$ cat src/rtl/lbsel_pkg.sv
package lbsel_pkg;

    localparam int BPC_W        = 4;
    localparam int MEM_W        = 13;
    localparam int WORD_BITS    = 72;
    localparam int ALPHA_PER_WD = 6;
    localparam int PART_CAP     = 64;
    localparam int PART_W       = $clog2(PART_CAP + 1);

    localparam int BANK_L1 = 816;
    localparam int BANK_L2 = 1088;
    localparam int BANK_LX = 848;
    localparam int BANK_A1 = 984;
    localparam int BANK_A2 = 1312;
    localparam int BANK_AX = 456;

    typedef enum logic [1:0] {
        LBC_0 = 2'd0,
        LBC_1 = 2'd1,
        LBC_2 = 2'd2,
        LBC_3 = 2'd3
    } lb_cfg_e;

    typedef enum logic [1:0] {
        CH_Y = 2'd0,
        CH_C = 2'd1,
        CH_A = 2'd2
    } chan_e;

    typedef enum logic [2:0] {
        OP_WY = 3'd0,
        OP_WC = 3'd1,
        OP_WA = 3'd2,
        OP_PY = 3'd3,
        OP_PC = 3'd4,
        OP_PA = 3'd5
    } op_e;

    typedef enum logic [1:0] {
        S_IDLE  = 2'd0,
        S_DIV   = 2'd1,
        S_CHECK = 2'd2,
        S_DONE  = 2'd3
    } state_e;

    function automatic logic [BPC_W-1:0] bpc_of(input logic [1:0] code);
        case (code)
            2'd0:    return BPC_W'(10);
            2'd1:    return BPC_W'(8);
            2'd2:    return BPC_W'(6);
            default: return BPC_W'(12);
        endcase
    endfunction

    function automatic logic [MEM_W-1:0] mem_words(input lb_cfg_e c, input chan_e ch);
        case (c)
            LBC_1:
                return (ch == CH_A) ? MEM_W'(BANK_A1) : MEM_W'(BANK_L1);
            LBC_2:
                return (ch == CH_A) ? MEM_W'(BANK_A2) : MEM_W'(BANK_L2);
            LBC_3: begin
                if (ch == CH_Y) return MEM_W'(BANK_L1 + BANK_L2 + 3 * BANK_LX);
                if (ch == CH_C) return MEM_W'(BANK_L1 + BANK_L2);
                return MEM_W'(BANK_A1 + BANK_A2 + BANK_AX);
            end
            default:
                return (ch == CH_A) ? MEM_W'(BANK_A1 + BANK_A2 + BANK_AX)
                                    : MEM_W'(BANK_L1 + BANK_L2 + BANK_LX);
        endcase
    endfunction

    function automatic lb_cfg_e next_cand(input lb_cfg_e c, input logic is420);
        case (c)
            LBC_1:   return LBC_2;
            LBC_2:   return is420 ? LBC_3 : LBC_0;
            default: return LBC_0;
        endcase
    endfunction

endpackage

$ cat src/rtl/lbsel_divider.sv
module lbsel_divider #(
    parameter int NW = 16
) (
    input  logic          clk,
    input  logic          rst,
    input  logic          start_i,
    input  logic [NW-1:0] num_i,
    input  logic [NW-1:0] den_i,
    output logic [NW-1:0] quo_o,
    output logic          done_o
);
    localparam int CNT_W = $clog2(NW + 1);

    logic [NW-1:0]    quo_q;
    logic [NW-1:0]    den_q;
    logic [NW:0]      rem_q;
    logic [CNT_W-1:0] cnt_q;
    logic             run_q;
    logic             done_q;

    logic [NW:0] shifted;
    logic        take;

    assign shifted = {rem_q[NW-1:0], quo_q[NW-1]};
    assign take    = (shifted >= {1'b0, den_q});

    always_ff @(posedge clk) begin
        if (rst) begin
            quo_q  <= '0;
            den_q  <= '0;
            rem_q  <= '0;
            cnt_q  <= '0;
            run_q  <= 1'b0;
            done_q <= 1'b0;
        end else begin
            done_q <= 1'b0;
            if (start_i) begin
                quo_q <= num_i;
                den_q <= den_i;
                rem_q <= '0;
                cnt_q <= CNT_W'(NW);
                run_q <= 1'b1;
            end else if (run_q) begin
                rem_q <= take ? (shifted - {1'b0, den_q}) : shifted;
                quo_q <= {quo_q[NW-2:0], take};
                cnt_q <= cnt_q - CNT_W'(1);
                if (cnt_q == CNT_W'(1)) begin
                    run_q  <= 1'b0;
                    done_q <= 1'b1;
                end
            end
        end
    end

    assign quo_o  = quo_q;
    assign done_o = done_q;

endmodule

$ cat src/rtl/lbsel_fit.sv
module lbsel_fit #(
    parameter int TAP_W  = 4,
    parameter int RAT_W  = 4,
    parameter int PART_W = 7
) (
    input  logic [TAP_W-1:0]  taps_i,
    input  logic [RAT_W-1:0]  ratio_i,
    input  logic [PART_W-1:0] parts_i,
    output logic              ok_o
);
    localparam int MX1 = (TAP_W > RAT_W) ? TAP_W : RAT_W;
    localparam int MX2 = (MX1 > PART_W) ? MX1 : PART_W;
    localparam int SW  = MX2 + 2;

    logic [SW-1:0] t_w, r_w, p_w;

    assign t_w = SW'(taps_i);
    assign r_w = SW'(ratio_i);
    assign p_w = SW'(parts_i);

    // rearranged so no intermediate goes negative
    assign ok_o = (ratio_i > RAT_W'(2)) ? ((t_w + r_w) <= (p_w + SW'(2)))
                                        : (t_w <= p_w);

endmodule

$ cat src/rtl/lb_cfg_select.sv
module lb_cfg_select
    import lbsel_pkg::*;
#(
    parameter int W_W   = 13,
    parameter int TAP_W = 4,
    parameter int RAT_W = 4
) (
    input  logic             clk,
    input  logic             rst,
    input  logic             start_i,
    input  logic             force_max_i,
    input  logic             fmt420_i,
    input  logic             alpha_en_i,
    input  logic [1:0]       depth_i,
    input  logic [W_W-1:0]   vp_w_y_i,
    input  logic [W_W-1:0]   vp_w_c_i,
    input  logic [W_W-1:0]   out_w_i,
    input  logic [TAP_W-1:0] vtaps_y_i,
    input  logic [TAP_W-1:0] vtaps_c_i,
    input  logic [RAT_W-1:0] vratio_y_i,
    input  logic [RAT_W-1:0] vratio_c_i,
    output logic             done_o,
    output logic [1:0]       cfg_o,
    output logic             err_o
);
    localparam int PRD_W = W_W + BPC_W + 1;
    localparam int DIV_W = (PRD_W > MEM_W) ? PRD_W : MEM_W;
    localparam int NCH   = 2;

    // ---------------- line sizing per channel ----------------
    logic [W_W-1:0]   vp_w    [NCH];
    logic [W_W-1:0]   line_sz [NCH];
    logic [TAP_W-1:0] taps    [NCH];
    logic [RAT_W-1:0] ratio   [NCH];
    logic [PART_W-1:0] parts  [NCH];
    logic [NCH-1:0]   fit_ok;

    assign vp_w[0]  = vp_w_y_i;
    assign vp_w[1]  = vp_w_c_i;
    assign taps[0]  = vtaps_y_i;
    assign taps[1]  = vtaps_c_i;
    assign ratio[0] = vratio_y_i;
    assign ratio[1] = vratio_c_i;

    generate
        for (genvar ch = 0; ch < NCH; ch++) begin : g_line
            logic [W_W-1:0] narrow;
            assign narrow      = (vp_w[ch] < out_w_i) ? vp_w[ch] : out_w_i;
            assign line_sz[ch] = (narrow == '0) ? W_W'(1) : narrow;
        end
    endgenerate

    logic [BPC_W-1:0] bpc;
    assign bpc = bpc_of(depth_i);

    // ---------------- sequencer state ----------------
    state_e         state_q;
    op_e            op_q;
    lb_cfg_e        cand_q;
    logic           go_q;
    logic [DIV_W-1:0] wy_q, wc_q, wa_q;
    logic [DIV_W-1:0] qy_q, qc_q, qa_q;
    lb_cfg_e        cfg_q;
    logic           err_q;

    // ---------------- shared divider ----------------
    logic [DIV_W-1:0] div_num, div_den, div_quo;
    logic             div_done;

    always_comb begin
        div_num = '0;
        div_den = DIV_W'(1);
        case (op_q)
            OP_WY: begin
                div_num = DIV_W'(line_sz[0]) * DIV_W'(bpc) + DIV_W'(WORD_BITS - 1);
                div_den = DIV_W'(WORD_BITS);
            end
            OP_WC: begin
                div_num = DIV_W'(line_sz[1]) * DIV_W'(bpc) + DIV_W'(WORD_BITS - 1);
                div_den = DIV_W'(WORD_BITS);
            end
            OP_WA: begin
                div_num = DIV_W'(line_sz[0]) + DIV_W'(ALPHA_PER_WD - 1);
                div_den = DIV_W'(ALPHA_PER_WD);
            end
            OP_PY: begin
                div_num = DIV_W'(mem_words(cand_q, CH_Y));
                div_den = wy_q;
            end
            OP_PC: begin
                div_num = DIV_W'(mem_words(cand_q, CH_C));
                div_den = wc_q;
            end
            OP_PA: begin
                div_num = DIV_W'(mem_words(cand_q, CH_A));
                div_den = wa_q;
            end
            default: begin
                div_num = '0;
                div_den = DIV_W'(1);
            end
        endcase
    end

    lbsel_divider #(.NW(DIV_W)) u_div (
        .clk    (clk),
        .rst    (rst),
        .start_i(go_q),
        .num_i  (div_num),
        .den_i  (div_den),
        .quo_o  (div_quo),
        .done_o (div_done)
    );

    // ---------------- partition limiting ----------------
    logic [DIV_W-1:0] py_lim;
    assign py_lim = (alpha_en_i && (qa_q < qy_q)) ? qa_q : qy_q;

    assign parts[0] = (py_lim > DIV_W'(PART_CAP)) ? PART_W'(PART_CAP) : PART_W'(py_lim);
    assign parts[1] = (qc_q   > DIV_W'(PART_CAP)) ? PART_W'(PART_CAP) : PART_W'(qc_q);

    generate
        for (genvar ch = 0; ch < NCH; ch++) begin : g_fit
            lbsel_fit #(
                .TAP_W (TAP_W),
                .RAT_W (RAT_W),
                .PART_W(PART_W)
            ) u_fit (
                .taps_i (taps[ch]),
                .ratio_i(ratio[ch]),
                .parts_i(parts[ch]),
                .ok_o   (fit_ok[ch])
            );
        end
    endgenerate

    // ---------------- control ----------------
    always_ff @(posedge clk) begin
        if (rst) begin
            state_q <= S_IDLE;
            op_q    <= OP_WY;
            cand_q  <= LBC_1;
            go_q    <= 1'b0;
            wy_q    <= DIV_W'(1);
            wc_q    <= DIV_W'(1);
            wa_q    <= DIV_W'(1);
            qy_q    <= '0;
            qc_q    <= '0;
            qa_q    <= '0;
            cfg_q   <= LBC_0;
            err_q   <= 1'b0;
        end else begin
            go_q <= 1'b0;
            case (state_q)
                S_IDLE: begin
                    if (start_i) begin
                        if (force_max_i) begin
                            cfg_q   <= LBC_0;
                            err_q   <= 1'b0;
                            state_q <= S_DONE;
                        end else begin
                            cand_q  <= LBC_1;
                            op_q    <= OP_WY;
                            go_q    <= 1'b1;
                            state_q <= S_DIV;
                        end
                    end
                end
                S_DIV: begin
                    if (div_done) begin
                        case (op_q)
                            OP_WY:   wy_q <= div_quo;
                            OP_WC:   wc_q <= div_quo;
                            OP_WA:   wa_q <= div_quo;
                            OP_PY:   qy_q <= div_quo;
                            OP_PC:   qc_q <= div_quo;
                            default: qa_q <= div_quo;
                        endcase
                        if (op_q == OP_PA) begin
                            state_q <= S_CHECK;
                        end else begin
                            op_q <= op_e'(3'(op_q) + 3'd1);
                            go_q <= 1'b1;
                        end
                    end
                end
                S_CHECK: begin
                    if (&fit_ok) begin
                        cfg_q   <= cand_q;
                        err_q   <= 1'b0;
                        state_q <= S_DONE;
                    end else if (cand_q == LBC_0) begin
                        cfg_q   <= LBC_0;
                        err_q   <= 1'b1;
                        state_q <= S_DONE;
                    end else begin
                        cand_q  <= next_cand(cand_q, fmt420_i);
                        op_q    <= OP_PY;
                        go_q    <= 1'b1;
                        state_q <= S_DIV;
                    end
                end
                default: state_q <= S_IDLE;
            endcase
        end
    end

    assign done_o = (state_q == S_DONE);
    assign cfg_o  = cfg_q;
    assign err_o  = err_q;

endmodule

$ cat config.mk
export PLATFORM = sky130hd
export DESIGN_NAME = lb_cfg_select
export DESIGN_NICKNAME = d
export VERILOG_FILES = /design/src/rtl/lbsel_pkg.sv /design/src/rtl/lbsel_divider.sv /design/src/rtl/lbsel_fit.sv /design/src/rtl/lb_cfg_select.sv
export SDC_FILE = /design/constraint.sdc
export NUM_CORES = 1
export LEC_CHECK = 0
export CAP_MARGIN = 10
export CORE_MARGIN = 2
export CORE_UTILIZATION = 50
export DETAILED_ROUTE_END_ITERATION = 16
export DONT_BUFFER_PORTS = 1
export PLACE_DENSITY = 0.68
export SLEW_MARGIN = 5
export SYNTH_ARGS = -nofsm -noshare
export SYNTH_HDL_FRONTEND = slang
export SYNTH_SLANG_ARGS = --single-unit
$ cat constraint.sdc
create_clock -name clk -period 5.5 [get_ports clk]
set_input_delay 0.275 -clock clk [delete_from_list [all_inputs] [get_ports clk]]
set_output_delay 0.275 -clock clk [all_outputs]
set_load 0.05 [all_outputs]
# Word level (Yosys, flattened, before mapping)
# Index checks and enable logic that the tools add are counted.
dict set report op_classes {
  addsub 10
  n_mul 2
  magnitude_cmp 12
  n_eq_ne 23
  n_mux 67
  n_bitwise 2
  reduce_logical 25
}
# cell n
set op_table {}
lappend op_table {{18-bit one-hot mux with 6 select lines} 1}
lappend op_table {{18-bit one-hot mux with 5 select lines} 1}
lappend op_table {{18-bit two-way mux} 4}
lappend op_table {{13-bit two-way mux} 5}
lappend op_table {{13-bit one-hot mux with 3 select lines} 1}
lappend op_table {{17-bit by 7-bit adder with 18-bit output (second input constant)} 2}
lappend op_table {{18-bit by 7-bit > comparator with 1-bit output (second input constant)} 2}
lappend op_table {{12-bit one-hot mux with 3 select lines} 1}
lappend op_table {{13-bit by 4-bit multiplier with 17-bit output} 2}
lappend op_table {{2-bit two-way mux} 15}
lappend op_table {{13-bit logical NOT} 2}
lappend op_table {{13-bit < comparator} 2}
lappend op_table {{12-bit one-hot mux with 2 select lines} 1}
lappend op_table {{3-bit AND reduction} 7}
lappend op_table {{19-bit by 18-bit >= comparator with 1-bit output} 1}
lappend op_table {{1-bit two-way mux} 19}
lappend op_table {{9-bit <= comparator} 2}
lappend op_table {{18-bit < comparator} 1}
lappend op_table {{3-bit two-way mux} 6}
lappend op_table {{18-bit subtractor} 1}
lappend op_table {{7-bit by 2-bit adder with 8-bit output (second input constant)} 2}
lappend op_table {{13-bit by 3-bit adder with 14-bit output (second input constant)} 1}
lappend op_table {{4-bit by 7-bit <= comparator with 1-bit output} 2}
lappend op_table {{7-bit two-way mux} 2}
lappend op_table {{34 further kinds} 58}
dict set report word_totals {
  reg_bits 180
  inputBits 63
  out_inout_bits 4
}

# Logic depth before layout (Yosys ltp)
dict set report logic_depth {
  ltp_word 11
  mapped_depth 26
}

# Cells and area by module
# A second synthesis with hierarchy kept.
dict set report unflattened {
  cells_unflattened 1923
  area_unflattened_um2 14840.5
}
# mod instances cells_each area_each_um2 seq_area_each_um2
set by_module_without_submodules {}
lappend by_module_without_submodules {lb_cfg_select 1 1362 10348.7 2382.3}
lappend by_module_without_submodules {lbsel_divider 1 451 3616.0 1221.2}
lappend by_module_without_submodules {lbsel_fit 2 55 437.9 0.0}

# Worst setup path before layout
# OpenSTA, ideal clock, no wires.
dict set report synth_timing {
  path_kind {input-to-reg}
  start {input out_w_i[11]}
  end {register u_div.quo_q[13], in the netlist u_div.quo_o[13]}
  setup_time_ns 0.124
  arrival_ns 5.614
  path_slack_ns -0.238
  cell_stages 24
  path_cell_list {inv_1 > ha_1 > a2111o_1 > a211o_1 > o221ai_1 > clkbuf_1 > nand2_1 > o21ai_1 > nand2_1 > fa_1 > inv_1 > ha_1 > ha_1 > ha_1 > fa_1 > a21o_1 > a21o_1 > a2111oi_0 > nor3_1 > a41oi_1 > nor2b_1 > xnor2_1 > a221oi_1 > a21oi_1}
}
dict set report synth_via {
  elab_chain_cells 8
}
# item line
set synth_lines {}
lappend synth_lines {{from (decl)} lb_cfg_select.sv:17} ;# input logic [W_W-1:0] out_w_i,
lappend synth_lines {{13-bit < comparator} lb_cfg_select.sv:48} ;# assign narrow = (vp_w[ch] < out_w_i) ? vp_w[ch] : out_w_i;
lappend synth_lines {{13-bit two-way mux} lb_cfg_select.sv:48}
lappend synth_lines {{13-bit logical NOT} lb_cfg_select.sv:49} ;# assign line_sz[ch] = (narrow == '0) ? W_W'(1) : narrow;
lappend synth_lines {{13-bit two-way mux} lb_cfg_select.sv:49}
lappend synth_lines {{13-bit by 4-bit multiplier with 17-bit output, on equally long branches} {lb_cfg_select.sv:79, lb_cfg_select.sv:75}}
lappend synth_lines {{17-bit by 7-bit adder with 18-bit output, on equally long branches} {lb_cfg_select.sv:79, lb_cfg_select.sv:75}}
lappend synth_lines {{18-bit one-hot mux with 6 select lines (*)} lb_cfg_select.sv:73} ;# case (op_q)
lappend synth_lines {{18-bit two-way mux (*)} lbsel_divider.sv:37} ;# if (start_i) begin
lappend synth_lines {{to (signal assigned)} lbsel_divider.sv:38} ;# quo_q <= num_i;
lappend synth_lines {{to (signal assigned)} lbsel_divider.sv:45} ;# quo_q <= {quo_q[NW-2:0], take};
lappend synth_lines {{to (decl)} lbsel_divider.sv:14} ;# logic [NW-1:0] quo_q;
# Mark *: on every way between the ends. The rest lies on a longest branch, timed or not.
# A chain may end at the register's enable or synchronous reset.

# Worst setup path in the final report
dict set report layout_timing {
  start {input out_w_i[11]}
  end {register u_div.quo_q[15], in the netlist u_div.quo_o[15]}
}
# Same word-level chain as after synthesis.

==> flow_summary.toml <==
[status]
outcome = "finished clean"

[final_layout]
final_area_mm2 = 0.0156
final-instance-count-excl-fill = 2231
drive_gt1_frac = 0.0633
antenna_cells = 0
final_util = 0.545
num-nets-final = 2117
final_cell_mix = "nand2_1, a21oi_1, ha_1"
final_common_cell = "nand2_1"
area_delta_synth_final_pct = 7.69

[sta]
hold_viol = 0
max_freq_mhz = 193
slew_violations = 0
grt_setup_unrepaired = "no"
finalSetupViolCount = 0
period_needed_ns = 5.18
tightest_slew_ns = 1.22
relSlewSlack = 0.182
finClkSkew_ns = 0.0117
fin_crit_sh = 0.942
final.setup.tns_ns = 0

[synthesis]
synth-seq-cells = 180
synth_cells = 1866
synth_cell_type_count = 82
yosysSeqAreaShare = 0.249
synthesis.nets = 2149
yosys_warnings = 0
ys.flop_type = "dfxtp_1"
synth_enable_flop_cells = 0
avgSynthCellArea_um2 = 7.74
async_flop_share = 0
syn_area_mm2 = 0.0145

[worst_setup_path]
crit_path_start = "out_w_i[11]"
crit_arrival_ns = 5.47
reg2reg_slack_ns = 0.58
required_ns = 5.79
reg2reg_depth = 21
endpoint_kind = "flop"
rr_startpoint = "qy_q[11]"
cp-start-kind = "input pin"
crit_end = "u_div.quo_o[15]"
critPathKind = "input pin to flop"
r2r-end = "go_q"
worstPathMaxFanout = 2

[global_routing]
grt_pass1_wl_um = 66100
grt_max_degree = 125
grt_pass1_vias = 13000
antenna_found_initial = 0
grt_overflow = 0
grt_use_total = 0.268

[floorplan]
ios = 67
die_w_um = 174
core_mm2 = 0.0285
fp.dieH_um = 174
initial_core_util = 0.506
row_count = 62
die_area_mm2 = 0.0303

[clock_tree]
ctsLongestPathBuffers = 2
h-tree-depth = 4
clock_latency_ns = 0.44
cts_buffers = 17
cts_tree = "built"
clkTransAtPathRegs_ns = 0.07
cts_num_sinks = 180
cts_root_buf = "clkbuf_16"

[place]
place_area_mm2 = 0.0149
gp_congestion = 0.970
placedCellCount = 2197
hpwl_um = 30000
io_buffers = 0

[route]
wl_um = 40600
num_vias = 13300
vias_per_cell = 5.97
ant_nets = 0
drt-initial-drc-count = 1219
drtPass1Iterations = 5
post-route-drc-count = 0
wire_per_inst_um = 18.2

[power]
peakVddDrop_uv = 322
finalPower_mw = 5.85
power.density_mw_per_mm2 = 376
static-leakage-power_nw = 6.60

[run]
cap_violations = 0

[worst_hold_path]
hp-class = "input pin to flop"
kinds of logic (layout without fill, tap and decap cells):
| kind of cell | Yosys count | in the layout | share of synthesized area |
|---|---|---|---|
| flip-flops | 180 | 180 | 0.249 |
| AO/OA/AOI/OAI | 485 | 485 | 0.217 |
| buffers and inverters | 256 | 237 | 0.0707 |
| multiplexers | 28 | 28 | 0.0200 |
| XOR/XNOR | 62 | 62 | 0.0376 |
| adder cells (fa/ha/maj) | 220 | 220 | 0.206 |
| AND/OR/NAND/NOR | 635 | 635 | 0.200 |
worst max-delay path, cell delays in order:
cell and delay, ns:
inv_1 0.09, ha_1 0.26, a2111o_1 0.39, a211o_1 0.28, o221ai_4 0.21, mux2_4 0.33, inv_2 0.06, nand2_1 0.07
fa_1 0.54, inv_1 0.04, ha_1 0.29, ha_1 0.29, ha_1 0.23, fa_1 0.39, a21o_1 0.20, a21o_1 0.20
a2111oi_2 0.35, nor3_1 0.12, a41oi_1 0.25, a21o_1 0.21, xnor2_1 0.08, a221oi_1 0.24, nor4_1 0.08
worst min-delay path by stage:
stage                   from             end  slack, ns  cells after the start
floorplan           wy_q[10]        wy_q[10]       0.44                      2
global placement         rst  u_div.cnt_q[1]       0.37                      1
detailed placement       rst  u_div.cnt_q[1]       0.38                      1
CTS                      rst       cand_q[0]       0.03                      2
global route             rst       cand_q[0]       0.03                      2
finish                   rst       cand_q[0]       0.03                      2
state kept, by name, summed over array words and instances, names as in the netlist, 2 cells and up:
signal / cells
op_q: 3
u_div.den_q: 18
wc_q: 18
qc_q: 18
wa_q: 18
qy_q: 18
u_div.rem_q: 18
cfg_o: 2
cand_q: 2
wy_q: 18
state_q: 2
u_div.cnt_q: 5
u_div.quo_o: 18
qa_q: 18
through the flow:
step | hold WS [ns] | worst slack [ns]
2_1_floorplan | 0.436 | 0.0351
3_3_place_gp | 0.374 | -0.0601
3_5_place_dp | 0.376 | -0.119
4_1_cts | 0.0262 | 0.306
5_1_grt | 0.0282 | 0.0179
6_report | 0.0315 | 0.321
cells in the mapped netlist, drive strengths merged (24+ instances only):
library cell / count / share of area
o21ai: 61 / 0.021
xor2: 24 / 0.015
a21oi: 204 / 0.071
nor3: 27 / 0.0094
xnor2: 38 / 0.023
nor2: 79 / 0.021
nand2b: 33 / 0.014
nand3: 35 / 0.012
nand2: 343 / 0.089
a21o: 32 / 0.017
ha: 191 / 0.17
inv: 156 / 0.041
clkbuf: 82 / 0.022
dfxtp: 180 / 0.25
fa: 29 / 0.040
timing repair:
| action | 4_1_cts | 5_1_grt |
|---|---|---|
| buffers inserted | 0 | 0 |
| resized for setup | 0 | 7 |
| hold buffers | 2 | 0 |
| hold endpoints to repair | 124 | 0 |
| setup endpoints to repair | 0 | 6 |
area by class of cell:
type                            count  area [µm²]
Tap cell                          384         480
Multi-Input combinational cell   1430        9870
Timing Repair Buffer               47         379
Inverter                          158         593
Sequential cell                   180        3600
Clock inverter                     13         198
Fill cell                        2777       13000
Clock buffer                       19         433
power breakdown:
group / switching, mW / internal, mW / total, mW
logic: 1.63 / 1.22 / 2.85
registers: 0.259 / 1.42 / 1.68
clock network: 0.557 / 0.770 / 1.33
metal layers:
metal	track usage	vias up	wire (µm)	share of wire
li1	-	6464	-	-
met2	0.450	430	18700	0.46
met1	0.340	6333	17600	0.43
met3	0.0462	102	2680	0.066
met5	0	-	0	0
met4	0.116	0	1730	0.043
Note: power is estimated with default switching activity, not from simulation.
